==> src/rtl/bus_rst_pkg.sv <==
package bus_rst_pkg;

  // Cycles needed to cover hold_us microseconds at clk_hz, rounded up.
  function automatic int unsigned hold_cycles(input int unsigned clk_hz,
                                              input int unsigned hold_us);
    longint unsigned prod;
    prod = 64'(clk_hz) * 64'(hold_us);
    return 32'((prod + 64'd999_999) / 64'd1_000_000);
  endfunction

  // Bits needed to hold the value n.
  function automatic int unsigned count_bits(input int unsigned n);
    return (n < 2) ? 1 : $clog2(n + 1);
  endfunction

endpackage

==> src/rtl/bus_rst_pg_sync.sv <==
module bus_rst_pg_sync #(
  parameter int unsigned STAGES = 2
) (
  input  logic clk,
  input  logic pg_in,
  output logic pg_ok
);
  logic [STAGES-1:0] shift_q;

  // Clears at once on power-good loss, fills with ones on clk after it returns.
  always_ff @(posedge clk or negedge pg_in) begin
    if (!pg_in) shift_q <= '0;
    else        shift_q <= {shift_q[STAGES-2:0], 1'b1};
  end

  assign pg_ok = shift_q[STAGES-1];
endmodule

==> src/rtl/bus_rst_req_decode.sv <==
module bus_rst_req_decode #(
  parameter int unsigned DATA_W   = 8,
  parameter int unsigned HARD_BIT = 0
) (
  input  logic              ctl_wr,
  input  logic [DATA_W-1:0] ctl_wdata,
  input  logic              pg_ok,
  output logic              hard_req
);
  // The request bit is write-only and clears itself: nothing is stored.
  assign hard_req = ctl_wr & ctl_wdata[HARD_BIT] & pg_ok;
endmodule

==> src/rtl/bus_rst_hold_timer.sv <==
module bus_rst_hold_timer #(
  parameter int unsigned HOLD_N = 1,
  parameter int unsigned CNT_W  = 1
) (
  input  logic clk,
  input  logic pg_in,
  input  logic pg_ok,
  input  logic restart,
  output logic expired
);
  localparam logic [CNT_W-1:0] LOAD = CNT_W'(HOLD_N);

  logic [CNT_W-1:0] cnt_q;

  // Held at the full interval until power-good is confirmed; reloaded by a request.
  always_ff @(posedge clk or negedge pg_in) begin
    if (!pg_in)                  cnt_q <= LOAD;
    else if (!pg_ok || restart)  cnt_q <= LOAD;
    else if (cnt_q != '0)        cnt_q <= cnt_q - 1'b1;
  end

  assign expired = (cnt_q == '0);
endmodule

==> src/rtl/bus_rst_gen.sv <==
module bus_rst_gen #(
  parameter int unsigned CLK_HZ      = 33_000_000,
  parameter int unsigned HOLD_US     = 1000,
  parameter int unsigned DATA_W      = 8,
  parameter int unsigned HARD_BIT    = 0,
  parameter int unsigned SYNC_STAGES = 2
) (
  input  logic              clk,
  input  logic              pg_in,
  input  logic              ctl_wr,
  input  logic [DATA_W-1:0] ctl_wdata,
  output logic              bus_rst_n
);
  localparam int unsigned HOLD_N = bus_rst_pkg::hold_cycles(CLK_HZ, HOLD_US);
  localparam int unsigned CNT_W  = bus_rst_pkg::count_bits(HOLD_N);

  // Named internal events, visible to the bound checker.
  logic pg_ok;
  logic hard_req;
  logic expired;
  logic rst_n_q;

  bus_rst_pg_sync #(.STAGES(SYNC_STAGES)) u_sync (
    .clk   (clk),
    .pg_in (pg_in),
    .pg_ok (pg_ok)
  );

  bus_rst_req_decode #(.DATA_W(DATA_W), .HARD_BIT(HARD_BIT)) u_dec (
    .ctl_wr    (ctl_wr),
    .ctl_wdata (ctl_wdata),
    .pg_ok     (pg_ok),
    .hard_req  (hard_req)
  );

  bus_rst_hold_timer #(.HOLD_N(HOLD_N), .CNT_W(CNT_W)) u_timer (
    .clk     (clk),
    .pg_in   (pg_in),
    .pg_ok   (pg_ok),
    .restart (hard_req),
    .expired (expired)
  );

  // Asserted asynchronously by power loss; released only on a timebase edge.
  always_ff @(posedge clk or negedge pg_in) begin
    if (!pg_in) rst_n_q <= 1'b0;
    else        rst_n_q <= pg_ok & expired & ~hard_req;
  end

  assign bus_rst_n = rst_n_q;
endmodule

==> config.mk <==
export PLATFORM = sky130hd
export DESIGN_NAME = bus_rst_gen
export DESIGN_NICKNAME = d
export VERILOG_FILES = /design/src/rtl/bus_rst_pkg.sv /design/src/rtl/bus_rst_pg_sync.sv /design/src/rtl/bus_rst_req_decode.sv /design/src/rtl/bus_rst_hold_timer.sv /design/src/rtl/bus_rst_gen.sv
export SDC_FILE = /design/constraint.sdc
export NUM_CORES = 1
export LEC_CHECK = 0
export BUFFER_PORTS_ARGS = -buffer_cell sky130_fd_sc_hd__buf_2
export CAP_MARGIN = 20
export CORE_ASPECT_RATIO = 1.75
export CORE_MARGIN = 2
export CORE_UTILIZATION = 41
export CTS_CLUSTER_DIAMETER = 100
export DETAILED_ROUTE_END_ITERATION = 12
export HOLD_SLACK_MARGIN = 0.08
export PLACE_DENSITY = 0.63
export SLEW_MARGIN = 20
export SYNTH_ARGS = -nofsm -noshare
export SYNTH_HDL_FRONTEND = slang
export SYNTH_SLANG_ARGS = --single-unit
==> constraint.sdc <==
create_clock -name clk -period 2.35 [get_ports clk]
set_input_delay 0.3525 -clock clk [delete_from_list [all_inputs] [get_ports clk]]
set_output_delay 0.3525 -clock clk [all_outputs]
set_load 0.02 [all_outputs]
# Yosys cells after proc, flatten, opt, wreduce, memory -nomap -nowiden
# Cells that the tools add are included.
dict set report classes {
  addsub 1
  mul 0
  div 0
  magnitude_cmp 0
  eq_ne 0
  shifts 0
  mux 2
  n_bitwise 5
  reduce_logical 5
}
# op n
set op_table {}
lappend op_table {{2-to-1 mux 16 bit} 2}
lappend op_table {{logical NOT 16 bit} 1}
lappend op_table {{nonzero test 16 bit} 1}
lappend op_table {{subtractor 16 x 1 -> 16 bit (second input constant)} 1}
lappend op_table {{bitwise AND 1 bit} 4}
lappend op_table {{nonzero test 2 bit} 1}
lappend op_table {{logical NOT 1 bit} 1}
lappend op_table {{logical OR 1 bit} 1}
lappend op_table {{inverter 1 bit} 1}
dict set report word_totals {
  ff_bits 19
  latch_bits 0
  ramBits 0
  mem_bits_ro 0
  input_bits 11
  out_inout_bits 1
  elab_cells 16
  memories 0
}

# Depth between registers and ports, before layout
dict set report depth {
  depth_word 4
  mapped_depth 7
  mapped_depth_nobuf 6
}

# Hierarchy
# Synthesis repeated with hierarchy kept, for this count alone.
dict set report hier_totals {
  hier_cells 102
  area_unflattened_um2 1008.5
}
# module n_inst cells_each area_per_inst_um2 seq_area_each_um2
set modules_own_cells {}
lappend modules_own_cells {bus_rst_hold_timer 1 96 914.6 406.6}
lappend modules_own_cells {bus_rst_pg_sync 1 3 53.8 50.0}
lappend modules_own_cells {bus_rst_gen 1 2 33.8 25.0}
lappend modules_own_cells {bus_rst_req_decode 1 1 6.3 0.0}

# Least setup slack after synthesis
# No wires, ideal clock.
dict set report synth_timing {
  path_kind {register to register}
  startpoint {register u_timer.cnt_q[9]}
  endpoint {register u_timer.cnt_q[12]}
  setup_ns 0.136
  t_arrival_ns 1.572
  t_required_ns 2.214
  slack_ns 0.642
  path_stages_with_launch 5
  n_path_buf 0
  synth_period_minus_slack_ns 1.708
  cell_sequence {dfrtp_1 -> or4_4 -> or3_1 -> o311ai_1 -> o41ai_1}
}
dict set report synth_between {
  elab_chain_cells 3
  elab_cells_between_ends 5
  cone_classes {1 x add/sub; 2 x mux; 2 x reduce/logical}
}
# element line_no
set synth_lines {}
lappend synth_lines {{start: declaration} bus_rst_hold_timer.sv:13} ;# logic [CNT_W-1:0] cnt_q;
lappend synth_lines {{start signal: assignment} bus_rst_hold_timer.sv:19} ;# else if (cnt_q != '0) cnt_q <= cnt_q - 1'b1;
lappend synth_lines {{subtractor 16 x 1 -> 16 bit} bus_rst_hold_timer.sv:19}
lappend synth_lines {{2-to-1 mux 16 bit} bus_rst_hold_timer.sv:19}
lappend synth_lines {{2-to-1 mux 16 bit} bus_rst_hold_timer.sv:18} ;# else if (!pg_ok || restart) cnt_q <= LOAD;
# Parallel ways exist; a longest one is shown, timed or not. The select of a mux whose other input is x is not followed.
# A chain may end at the register's enable or synchronous reset.

# Final worst setup path
dict set report layout_timing {
  startpoint {register u_timer.cnt_q[4]}
  endpoint {register u_timer.cnt_q[15]}
}
# The elaborated chain is that of the path after synthesis.

==> flow_summary.ini <==
[synth]
synth.largest_area_cell = dfrtp_1
syn-num-nets = 112
yosysSeqAreaShare_pct = 47.9
avgSynthCellArea_um2 = 10.1
syn_inst = 100
yosys-top-cells-count = dfrtp_1, nor2_1, nand2_1
synth.distinct_cells = 39
netlist.area_leader.share_pct = 34.8
synthArstFlopShare_pct = 100
synth_area_leaders = dfrtp_1, dfstp_2, nor2_1
synthFlopType = dfrtp_1
ys_warn_count = 0
syn_area_mm2 = 0.00101
synth_edf_count = 0
synth_seq_cells = 19
synth_most_common_cell = dfrtp_1

[clocking]
cts-htree-levels = 1
clkSinkCount = 19
cts_setup_buffers = 0
clk_path_buf_depth = 2
cts_tree = yes
clkLatencyLatePin_ns = 0.26
ctsHoldBuffers = 1
cts_resized = 0
clkTransAtPathRegs_ns = 0.07
cts_made_buffers = 3
root_buffer = clkbuf_8

[global_routing]
grt_pass1_vias = 785
grt_pass1_wl_um = 3570
antenna_found_initial = 0
grt.total_usage_pct = 15.9
grt_overflow_total = 0
grt_max_degree = 20

[critical_path]
slowest_delay_ns = 0.57
critPathRequiredTime_ns = 2.54
critPathCaptureType = register
worstPathCellList = nor4_2, a41oi_1, and4_1, o21ai_1
crit_type = reg -> reg
cp.buffers_inverters = 0
cp.arrival_ns = 2.09
critical_path_peak_fanout = 7
path_depth = 4
cp-start-kind = register
cp_top_family = simple AND/OR/NAND/NOR gates
worst_path_max_delay_cell = nor4_2
reg2reg_depth = 4

[power]
ir_drop_uv = 458
power_density_mw_per_mm2 = 576
clkPwrFrac_pct = 34.9
combPwrFrac_pct = 10.6
power.internal_mw = 0.486
p_leak_nw = 0.464
p_sw_mw = 0.160
seq_power_share_pct = 54.5
switching_share_pct = 24.7

[timing]
worst_pin_slew_ns = 0.552
fmax_mhz = 526
slew_headroom_pct = 62.7
finalHoldViolCount = 0
fin_crit_ns = 1.90
setup_violations = 0
rsz0062_at_grt = false
slew_violations = 0
finalSetupTns_ns = 0
skew_ns = 0.00126
layout_worst_path_cycle_share_pct = 81.0

[detailed_routing]
drcViolationCount = 0
ant_nets = 0
via_per_inst = 6.00
wire_per_inst_um = 15.0
drt-initial-drc-count = 35
routed_wl_um = 2010
drtPass1Iterations = 4
via_count = 804

[job]
maxCapViolations = 0

[cells_and_area]
fillers = 216
regArea_um2 = 482
antennaDiodeCount = 0
final_cells = 134
layout.nets = 122
syn_to_final_growth_pct = 11.6
drive_gt1_share_pct = 20.2
multiInputGateArea_um2 = 504

[die]
fp.dieH_um = 69.5
die_area_mm2 = 0.00288
row_count = 23
core_mm2 = 0.00230
io_pins = 12
fp.dieW_um = 41.4
initial_core_util_pct = 43.7

[placement]
dp_hpwl_um = 1460
dpl.cell_count = 129
placement.io_buffers = 4
gp_congestion = 0.805

[worst_hold_path]
holdPathStages = 0
hp-class = reg -> reg

[status]
run_status = finished clean
final timing paths:
kind,startpoint,end,slack [ns]
min in group asynchronous,pg_in,u_timer.cnt_q[8]$_DFFE_PN0P_,0.55
max reg2reg,u_timer.cnt_q[4]$_DFFE_PN0P_,u_timer.cnt_q[15]$_DFFE_PN1P_,0.45
max,u_timer.cnt_q[4]$_DFFE_PN0P_,u_timer.cnt_q[15]$_DFFE_PN1P_,0.45
min,u_sync.shift_q[0]$_DFF_PN0_,u_sync.shift_q[1]$_DFF_PN0_,0.36
min reg2reg,u_sync.shift_q[0]$_DFF_PN0_,u_sync.shift_q[1]$_DFF_PN0_,0.36
max in group asynchronous,pg_in,u_timer.cnt_q[7]$_DFFE_PN1P_,1.47
layout by cell type, fill, tap and decap left out, types with 2 or more instances in the layout:
| cell | n |
|---|---|
| nand2_1 | 7 |
| a21oi_1 | 5 |
| clkbuf_8 | 3 |
| inv_1 | 2 |
| and4_1 | 2 |
| nand3b_1 | 2 |
| dfrtp_1 | 14 |
| o21ai_1 | 3 |
| nor4_2 | 3 |
| o31ai_1 | 2 |
| nand4_1 | 2 |
| or3_1 | 5 |
| buf_2 | 4 |
| a41o_1 | 2 |
| a31oi_1 | 2 |
| nor2_1 | 11 |
| nand3_1 | 2 |
| nand2b_1 | 3 |
| mux2i_1 | 3 |
| nor4_1 | 4 |
| dfstp_2 | 5 |
| buf_4 | 3 |
logic make-up after synthesis:
family | synth area share, %
AO/OA/AOI/OAI | 16.5
XOR/XNOR | 0.871
adder cells (fa/ha/maj) | 1.24
buffers and inverters | 1.99
flip-flops | 47.9
multiplexers | 2.99
other | 0.373
AND/OR/NAND/NOR | 28.1
registers in the layout, summed over array words and instances (netlist names):
register,cells
bus_rst_n,1
u_sync.shift_q,2
u_timer.cnt_q,16
final cells by class:
class	count	share of cell area, %
multi-input cells	76	44.9
inverters	2	0.669
well taps	25	2.79
clock buffers	4	4.01
repair buffers	8	4.68
flip-flops and latches	19	42.9
power by group through the flow:
stage | combinational [mW] | sequential (mW) | clock (mW)
3_5_place_dp | 0.0672 | 0.358 | 0
2_1_floorplan | 0.0464 | 0.355 | 0
4_1_cts | 0.0690 | 0.352 | 0.229
3_3_place_gp | 0.0654 | 0.357 | 0
6_report | 0.0686 | 0.352 | 0.225
5_1_grt | 0.0787 | 0.354 | 0.239
per-layer routing:
metal	GRT usage, %	wire length (um)	up-vias
met5	0	0	-
met4	8.60	38	0
met3	1.56	25	4
met2	27.4	1100	7
met1	18.8	847	397
li1	-	-	396
through the flow:
stage	utilization (%)	hold WS (ns)	power [mW]	setup slack [ns]	area, um2
floorplan	-	0.0569	0.401	0.642	1010
global placement	46.4	0.309	0.422	0.532	1070
detailed placement	46.4	0.317	0.425	0.478	1070
CTS	48.8	0.363	0.650	0.470	1120
global route	48.8	0.379	0.672	0.268	1120
finish	48.8	0.360	0.646	0.448	1120
Note: power is estimated with default switching activity, not from simulation.
